[src/rtl/hmb_pkg.sv]
package hmb_pkg;
  typedef enum logic [1:0] {
    REG_DATA  = 2'd0,
    REG_STAT  = 2'd1,
    REG_CTRL  = 2'd2,
    REG_LATCH = 2'd3
  } reg_addr_e;

  localparam int unsigned ST_IBF  = 0;
  localparam int unsigned ST_OBF  = 1;
  localparam int unsigned ST_PEND = 2;
  localparam int unsigned ST_OVR  = 3;
  localparam int unsigned ST_FLAG = 4;
  localparam int unsigned ST_W    = 5;

  typedef struct packed {
    logic gie;
    logic ie_out;
    logic ie_in;
    logic strobed;
  } ctrl_t;

  localparam int unsigned CTRL_W = $bits(ctrl_t);
endpackage

[src/rtl/hmb_strobe_sync.sv]
module hmb_strobe_sync #(
  parameter int unsigned N      = 2,
  parameter int unsigned STAGES = 2
) (
  input  logic         clk_i,
  input  logic         rst_ni,
  input  logic [N-1:0] strobe_ni,
  output logic [N-1:0] fall_o
);
  for (genvar g = 0; g < N; g++) begin : g_line
    logic [STAGES-1:0] pipe_q;
    logic              prev_q;
    always_ff @(posedge clk_i or negedge rst_ni) begin
      if (!rst_ni) begin
        pipe_q <= '1;
        prev_q <= 1'b1;
      end else begin
        pipe_q <= {pipe_q[STAGES-2:0], strobe_ni[g]};
        prev_q <= pipe_q[STAGES-1];
      end
    end
    assign fall_o[g] = prev_q & ~pipe_q[STAGES-1];
  end
endmodule

[src/rtl/hmb_in_buf.sv]
module hmb_in_buf #(
  parameter int unsigned DW = 8
) (
  input  logic          clk_i,
  input  logic          rst_ni,
  input  logic          capture_i,
  input  logic [DW-1:0] host_data_i,
  input  logic          host_flag_i,
  input  logic          drain_i,
  input  logic          ovr_clr_i,
  output logic [DW-1:0] data_o,
  output logic          full_o,
  output logic          ovr_o,
  output logic          flag_o
);
  always_ff @(posedge clk_i or negedge rst_ni) begin
    if (!rst_ni) begin
      data_o <= '0;
      full_o <= 1'b0;
      ovr_o  <= 1'b0;
      flag_o <= 1'b0;
    end else begin
      // host write wins over a same-cycle drain
      if (capture_i) begin
        data_o <= host_data_i;
        flag_o <= host_flag_i;
        full_o <= 1'b1;
      end else if (drain_i) begin
        full_o <= 1'b0;
      end
      ovr_o <= (ovr_o & ~ovr_clr_i) | (capture_i & full_o & ~drain_i);
    end
  end
endmodule

[src/rtl/hmb_out_buf.sv]
module hmb_out_buf #(
  parameter int unsigned DW = 8
) (
  input  logic          clk_i,
  input  logic          rst_ni,
  input  logic          load_i,
  input  logic          latch_wr_i,
  input  logic [DW-1:0] wdata_i,
  input  logic          taken_i,
  output logic [DW-1:0] data_o,
  output logic [DW-1:0] latch_o,
  output logic          full_o,
  output logic          pend_o
);
  always_ff @(posedge clk_i or negedge rst_ni) begin
    if (!rst_ni) begin
      data_o  <= '0;
      latch_o <= '0;
      full_o  <= 1'b0;
      pend_o  <= 1'b0;
    end else begin
      if (latch_wr_i) latch_o <= wdata_i;
      // controller load wins over a same-cycle host read
      if (load_i) begin
        data_o <= wdata_i;
        full_o <= 1'b1;
        pend_o <= 1'b0;
      end else if (taken_i) begin
        full_o <= 1'b0;
        pend_o <= 1'b1;
      end
    end
  end
endmodule

[src/rtl/host_mailbox.sv]
module host_mailbox
  import hmb_pkg::*;
#(
  parameter int unsigned DATA_W      = 8,
  parameter int unsigned SYNC_STAGES = 2
) (
  input  logic              clk_i,
  input  logic              rst_ni,
  input  logic [DATA_W-1:0] host_data_i,
  output logic [DATA_W-1:0] host_data_o,
  output logic              host_data_oe_o,
  input  logic              host_wr_ni,
  input  logic              host_rd_ni,
  input  logic              host_flag_i,
  output logic [1:0]        host_flag_o,
  input  logic [1:0]        reg_addr_i,
  input  logic              reg_wr_i,
  input  logic              reg_rd_i,
  input  logic [DATA_W-1:0] reg_wdata_i,
  output logic [DATA_W-1:0] reg_rdata_o,
  output logic              irq_in_o,
  output logic              irq_out_o
);
  ctrl_t             ctrl_q;
  logic [1:0]        fall;
  logic              wr_evt, rd_evt;
  logic              data_rd, data_wr, stat_wr, ctrl_wr, latch_wr, ovr_clr;
  logic [DATA_W-1:0] ibuf, obuf, latch;
  logic              ibf, obf, pend, ovr, flag_q;
  logic [ST_W-1:0]   status;
  reg_addr_e         addr;

  assign addr = reg_addr_e'(reg_addr_i);

  hmb_strobe_sync #(.N(2), .STAGES(SYNC_STAGES)) sync_i (
    .clk_i    (clk_i),
    .rst_ni   (rst_ni),
    .strobe_ni({host_rd_ni, host_wr_ni}),
    .fall_o   (fall)
  );

  assign wr_evt   = fall[0] & ctrl_q.strobed;
  assign rd_evt   = fall[1] & ctrl_q.strobed;
  assign data_rd  = reg_rd_i & (addr == REG_DATA);
  assign data_wr  = reg_wr_i & (addr == REG_DATA);
  assign stat_wr  = reg_wr_i & (addr == REG_STAT);
  assign ctrl_wr  = reg_wr_i & (addr == REG_CTRL);
  assign latch_wr = reg_wr_i & (addr == REG_LATCH);
  assign ovr_clr  = stat_wr & reg_wdata_i[ST_OVR];

  always_ff @(posedge clk_i or negedge rst_ni) begin
    if (!rst_ni)      ctrl_q <= '{strobed: 1'b1, default: 1'b0};
    else if (ctrl_wr) ctrl_q <= ctrl_t'(reg_wdata_i[CTRL_W-1:0]);
  end

  hmb_in_buf #(.DW(DATA_W)) in_i (
    .clk_i      (clk_i),
    .rst_ni     (rst_ni),
    .capture_i  (wr_evt),
    .host_data_i(host_data_i),
    .host_flag_i(host_flag_i),
    .drain_i    (data_rd),
    .ovr_clr_i  (ovr_clr),
    .data_o     (ibuf),
    .full_o     (ibf),
    .ovr_o      (ovr),
    .flag_o     (flag_q)
  );

  hmb_out_buf #(.DW(DATA_W)) out_i (
    .clk_i     (clk_i),
    .rst_ni    (rst_ni),
    .load_i    (data_wr),
    .latch_wr_i(latch_wr),
    .wdata_i   (reg_wdata_i),
    .taken_i   (rd_evt),
    .data_o    (obuf),
    .latch_o   (latch),
    .full_o    (obf),
    .pend_o    (pend)
  );

  always_comb begin
    status          = '0;
    status[ST_IBF]  = ibf;
    status[ST_OBF]  = obf;
    status[ST_PEND] = pend;
    status[ST_OVR]  = ovr;
    status[ST_FLAG] = flag_q;
  end

  always_comb begin
    reg_rdata_o = '0;
    unique case (addr)
      REG_DATA:  reg_rdata_o = ibuf;
      REG_STAT:  reg_rdata_o[ST_W-1:0] = status;
      REG_CTRL:  reg_rdata_o[CTRL_W-1:0] = ctrl_q;
      REG_LATCH: reg_rdata_o = host_data_i;
      default:   reg_rdata_o = '0;
    endcase
  end

  // strobed: drive only while host read strobe is low
  assign host_data_oe_o = ctrl_q.strobed ? ~host_rd_ni : 1'b1;
  assign host_data_o    = ctrl_q.strobed ? obuf : latch;
  assign host_flag_o    = {obf, ibf};
  assign irq_in_o       = ctrl_q.gie & ctrl_q.ie_in & ibf;
  assign irq_out_o      = ctrl_q.gie & ctrl_q.ie_out & pend;
endmodule

[config.mk]
export PLATFORM = sky130hd
export DESIGN_NAME = host_mailbox
export DESIGN_NICKNAME = d
export VERILOG_FILES = /design/src/rtl/hmb_pkg.sv /design/src/rtl/hmb_strobe_sync.sv /design/src/rtl/hmb_in_buf.sv /design/src/rtl/hmb_out_buf.sv /design/src/rtl/host_mailbox.sv
export SDC_FILE = /design/constraint.sdc
export NUM_CORES = 1
export LEC_CHECK = 0
export CAP_MARGIN = 20
export CORE_ASPECT_RATIO = 2
export CORE_UTILIZATION = 30
export DETAILED_ROUTE_END_ITERATION = 7
export HOLD_SLACK_MARGIN = 0.05
export SETUP_SLACK_MARGIN = 0.05
export SLEW_MARGIN = 20
export SYNTH_ARGS = -nofsm -noshare
export SYNTH_HDL_FRONTEND = slang
export SYNTH_HIERARCHICAL = 1
export SYNTH_SLANG_ARGS = --single-unit
[constraint.sdc]
create_clock -name clk_i -period 2.15 [get_ports clk_i]
set_clock_uncertainty 0.1 [all_clocks]
set_input_delay 0.43 -clock clk_i [delete_from_list [all_inputs] [get_ports clk_i]]
set_output_delay 0.43 -clock clk_i [all_outputs]
set_load 0.05 [all_outputs]
# [Word-level counts from Yosys, hierarchy flattened]
# Index checks and enable logic that the tools add are counted.
[word_totals] out_inout_bits=21 ff_bits=39 inputBits=25
[op_classes] n_reduce_logical=3 n_bitwise=23 n_mux=11 n_eq_ne=3
[ops] operator="AND 1 bit" n=17
[ops] operator="case mux 4 bit (4 select lines)" n=1
[ops] operator="2-to-1 mux 8 bit" n=1
[ops] operator="2-to-1 mux 1 bit" n=7
[ops] operator="case mux 3 bit (2 select lines)" n=1
[ops] operator="NOT 1 bit" n=5
[ops] operator="== test 2 bit, second input constant" n=2
[ops] operator="nonzero test 2 bit" n=2
[ops] operator="case mux 1 bit (3 select lines)" n=1
[ops] operator="== test 2 x 1 -> 1 bit, second input constant" n=1
[ops] operator="logical NOT 2 bit" n=1
[ops] operator="bitwise OR 1 bit" n=1

# [Longest topological paths before layout]
[depth] word_depth=6 mapped_depth=5 mapped_depth_nobuf=5

# [By module]
# The synthesis kept the hierarchy.
[modules_own_cells] mod="hmb_out_buf" seq_area_each_um2=450.4 cells_each=40 area_per_inst_um2=733.2 n_inst=1
[modules_own_cells] mod="host_mailbox" seq_area_each_um2=101.3 cells_each=59 area_per_inst_um2=560.5 n_inst=1
[modules_own_cells] mod="hmb_in_buf" seq_area_each_um2=275.3 cells_each=25 area_per_inst_um2=444.2 n_inst=1
[modules_own_cells] mod="hmb_strobe_sync" seq_area_each_um2=157.7 cells_each=8 area_per_inst_um2=185.2 n_inst=1

# [Worst setup path before layout]
# No wires, ideal clock.
[synth_path] path_type="input to output" start="input port reg_addr_i[0]" end="output port reg_rdata_o[0]" n_path_buf=1 cell_stages=4 path_slack_ps=-160 required_ps=1620 t_arrival_ps=1780 cell_sequence="inv_1 -> ha_1 -> buf_1 -> mux2i_1"
[synth_between] elab_chain_len=2
[synth_rtl] item="start: declaration" line="host_mailbox.sv:16" rtl="input logic [1:0] reg_addr_i,"
[synth_rtl] item="== test 2 bit, or another cell as far along" line="host_mailbox.sv:94" rtl="unique case (addr)"
[synth_rtl] item="case mux 4 bit (4 select lines) (*)" line="host_mailbox.sv:94"
[synth_rtl] item="end: declaration" line="host_mailbox.sv:20" rtl="output logic [DATA_W-1:0] reg_rdata_o,"
# Mark *: on every way between the ends. The rest lies on a longest branch, timed or not.

# [Worst setup path after layout]
[layout_path] start="register ctrl_q[0] (netlist bit)" end="output port host_data_o[2]"
[layout_between] elab_chain_len=1
[layout_rtl] item="start: declaration" line="host_mailbox.sv:24" rtl="ctrl_t ctrl_q;"
[layout_rtl] item="start signal: assignment" line="host_mailbox.sv:53" rtl="else if (ctrl_wr) ctrl_q <= ctrl_t'(reg_wdata_i[CTRL_W-1:0]);"
[layout_rtl] item="2-to-1 mux 8 bit" line="host_mailbox.sv:105" rtl="assign host_data_o = ctrl_q.strobed ? obuf : latch;"
[layout_rtl] item="end: declaration" line="host_mailbox.sv:10" rtl="output logic [DATA_W-1:0] host_data_o,"
# No other way between the ends.

==> results.yml <==
status:
  status: "completed"
placed_design:
  dp.final_hpwl_mm: 2.86
  place_ws_ps: -358
  port_buffers: 45
  place_area_um2: 2500
  place_congestion: 0.764
routing:
  detail-route-antenna-nets: 0
  dr.pass1.iters: 4
  drc_errors: 0
  avgRoutedWirePerCell_um: 14.8
  drtIter0Drc: 65
  num_vias: 1234
  drt_wl_total_mm: 4.01
  vias_per_cell: 4.54
grt:
  grt_use_total: 0.133
  grt_pass1_vias: 1369
  grt_max_degree: 40
  antenna_found_initial: 0
  grt_pass1_wl_mm: 6.68
  grt-ovfl-total: 0
flow_run:
  drv_cap: 0
die:
  die_area_um2: 6750
  initial_core_util: 0.315
  dieHeight_um: 115
  pin_count: 46
  fp.dieW_um: 58.6
  num_rows: 40
  core-area_um2: 6110
cts:
  cts_tree: "done"
  numCtsBuffers: 5
  path_clk_slew_ps: 50
  h-tree-depth: 2
  insertion_delay_ps: 280
  root_buffer: "clkbuf_16"
  cts_sinks: 39
  cts.path.max_buffers: 2
timing:
  setup_slack_ps: 88.5
  relSlewSlack: 0.664
  setup_tns_ps: 0
  hold_violations: 0
  slew_violations: 0
  finalSetupViolCount: 0
  rsz0062_at_grt: "yes"
  fin_crit_sh: 0.959
  period_needed_ps: 2060
  worst_slew_pin_slew_ps: 503
  max_clock_freq_mhz: 485
  hold_ws_ps: 101
synth:
  synth.distinct_cells: 21
  synth_cells: 132
  ys_ff_latch: 39
  syn_area_per_cell_um2: 14.6
  mappedNetlistNets: 163
  netlist_area_um2: 1920
  ys_seq_area_frac: 0.512
  yosysWarnings: 6
critical_path:
  reg2reg_to: "in_i/data_o[3]"
  cp-end-kind: "output pin"
  regToRegSetupSlack_ps: 440
  rr_worst_depth: 3
  required_ps: 1620
  critPathKind: "register to output pin"
  critPathMaxFanout: 12
  r2r_start: "ctrl_q[0]"
  worstSetupStartpointType: "register"
  critical_path_arrival_ps: 1530
final_layout:
  final_core_util: 0.450
  layout.nets: 218
  finish.instance_area_um2: 2750
  antenna_cells: 0
  drive_gt1_frac: 0.527
  areaGrowthSynthToFinish_pct: 42.8
pwr:
  vdd_drop_max_mv: 0.395
  powerDensity_nw_per_um2: 1010
  leakage_nw: 1.27
hold_path:
  hold_path_class: "input pin to asynchronous set/reset pin"
-- logic make-up after synthesis --
group | Yosys count | share of synthesized area
compound gates | 11 | 0.0521
fa+ha+maj | 6 | 0.0390
buf+inv | 17 | 0.0546
flops | 39 | 0.512
mux | 41 | 0.284
simple gates | 18 | 0.0579
-- layout make-up --
class                           count  area [µm²]
Timing Repair Buffer               56         559
Clock inverter                      2        35.0
Inverter                            9        33.8
Tap cell                           84         105
Fill cell                         569        3360
Multi-Input combinational cell     76         886
Clock buffer                        6         139
Sequential cell                    39         988
-- how the worst max path moves through the flow --
stage,from,cells after the start,slack [ps],endpoint
after global placement,reg_addr_i[0],6,-380,reg_rdata_o[2]
after global routing,host_data_i[4],4,30,reg_rdata_o[4]
after floorplan,reg_addr_i[0],4,-160,reg_rdata_o[0]
after detailed placement,reg_addr_i[0],6,-360,reg_rdata_o[3]
after CTS,reg_addr_i[0],6,40,reg_rdata_o[3]
final,ctrl_q[0],2,90,host_data_o[2]
-- per-stage QoR --
stage / power, mW / std cells
floorplan: 1.64 / 132
global placement: 1.92 / 263
detailed placement: 1.92 / 263
CTS: 2.82 / 271
global route: 2.91 / 272
finish: 2.77 / 272
-- where the power goes --
part	switching [mW]	internal [mW]	total (mW)	leakage (nW)
Sequential	0.105	0.900	1.00	0.453
Clock	0.276	0.576	0.853	0.0868
Combinational	0.479	0.437	0.916	0.730
-- what timing repair did --
item	in CTS	in global routing
hold buffers	0	0
cloned	0	0
resized for setup	17	10
endpoints found under the hold margin	0	0
buffers inserted	0	1
endpoints found under the setup margin	16	16
pin swaps	2	6
-- layer usage --
metal | share of wire | GRT usage
met1 | 0.38 | 0.147
met2 | 0.56 | 0.238
met3 | 0.042 | 0.0281
met4 | 0.018 | 0.0619
met5 | 0 | 0
-- flip-flops by register name, summed over array words and instances, names as in the netlist --
signal	count
sync_i/g_line.prev_q	2
ctrl_q	4
out_i/full_o	1
out_i/data_o	8
sync_i/g_line.pipe_q	4
out_i/latch_o	8
out_i/pend_o	1
in_i/ovr_o	1
in_i/data_o	8
in_i/flag_o	1
in_i/full_o	1
-- placed cells by master (no fill, tap or decap) --
master,instances
a22oi_1,3
nor2b_4,2
dfrtp_1,32
buf_2,3
dfstp_2,6
clkinv_2,1
clkbuf_16,5
a32o_1,1
mux2_2,13
mux2i_1,4
dlymetal6s2s_1,5
and2_1,4
bufinv_16,1
ha_1,1
and3_1,3
buf_4,24
nand2_1,1
inv_2,2
a21o_2,2
clkdlybuf4s50_1,17
buf_12,6
clkbuf_8,1
ha_2,1
dfstp_4,1
and2_2,1
buf_6,1
nand2_2,1
mux2_4,24
nor2_1,6
ha_4,4
inv_1,7
a222oi_1,5
-- Yosys cell counts --
| master | instances | area share |
|---|---|---|
| and3_1 | 3 | 0.0098 |
| a22oi_1 | 3 | 0.012 |
| dfrtp_1 | 32 | 0.42 |
| buf_1 | 1 | 0.0019 |
| mux2_4 | 24 | 0.19 |
| a21o_2 | 2 | 0.0091 |
| and2_2 | 1 | 0.0039 |
| nor2b_4 | 2 | 0.014 |
| a222oi_1 | 5 | 0.026 |
| dfstp_2 | 7 | 0.096 |
| mux2i_1 | 4 | 0.021 |
| nand2_1 | 1 | 0.0019 |
| buf_4 | 3 | 0.012 |
| and2_1 | 4 | 0.013 |
| inv_1 | 9 | 0.018 |
| nor2_1 | 6 | 0.012 |
| buf_6 | 4 | 0.023 |
| nand2_2 | 1 | 0.0033 |
| ha_1 | 6 | 0.039 |
| a32o_1 | 1 | 0.0052 |
| mux2_2 | 13 | 0.076 |
-- worst max-delay path: stages (launching register included) --
cell     delay, ps
dfstp_4        700
mux2_2         360
buf_4          190
Note: power is estimated with default switching activity, not from simulation.
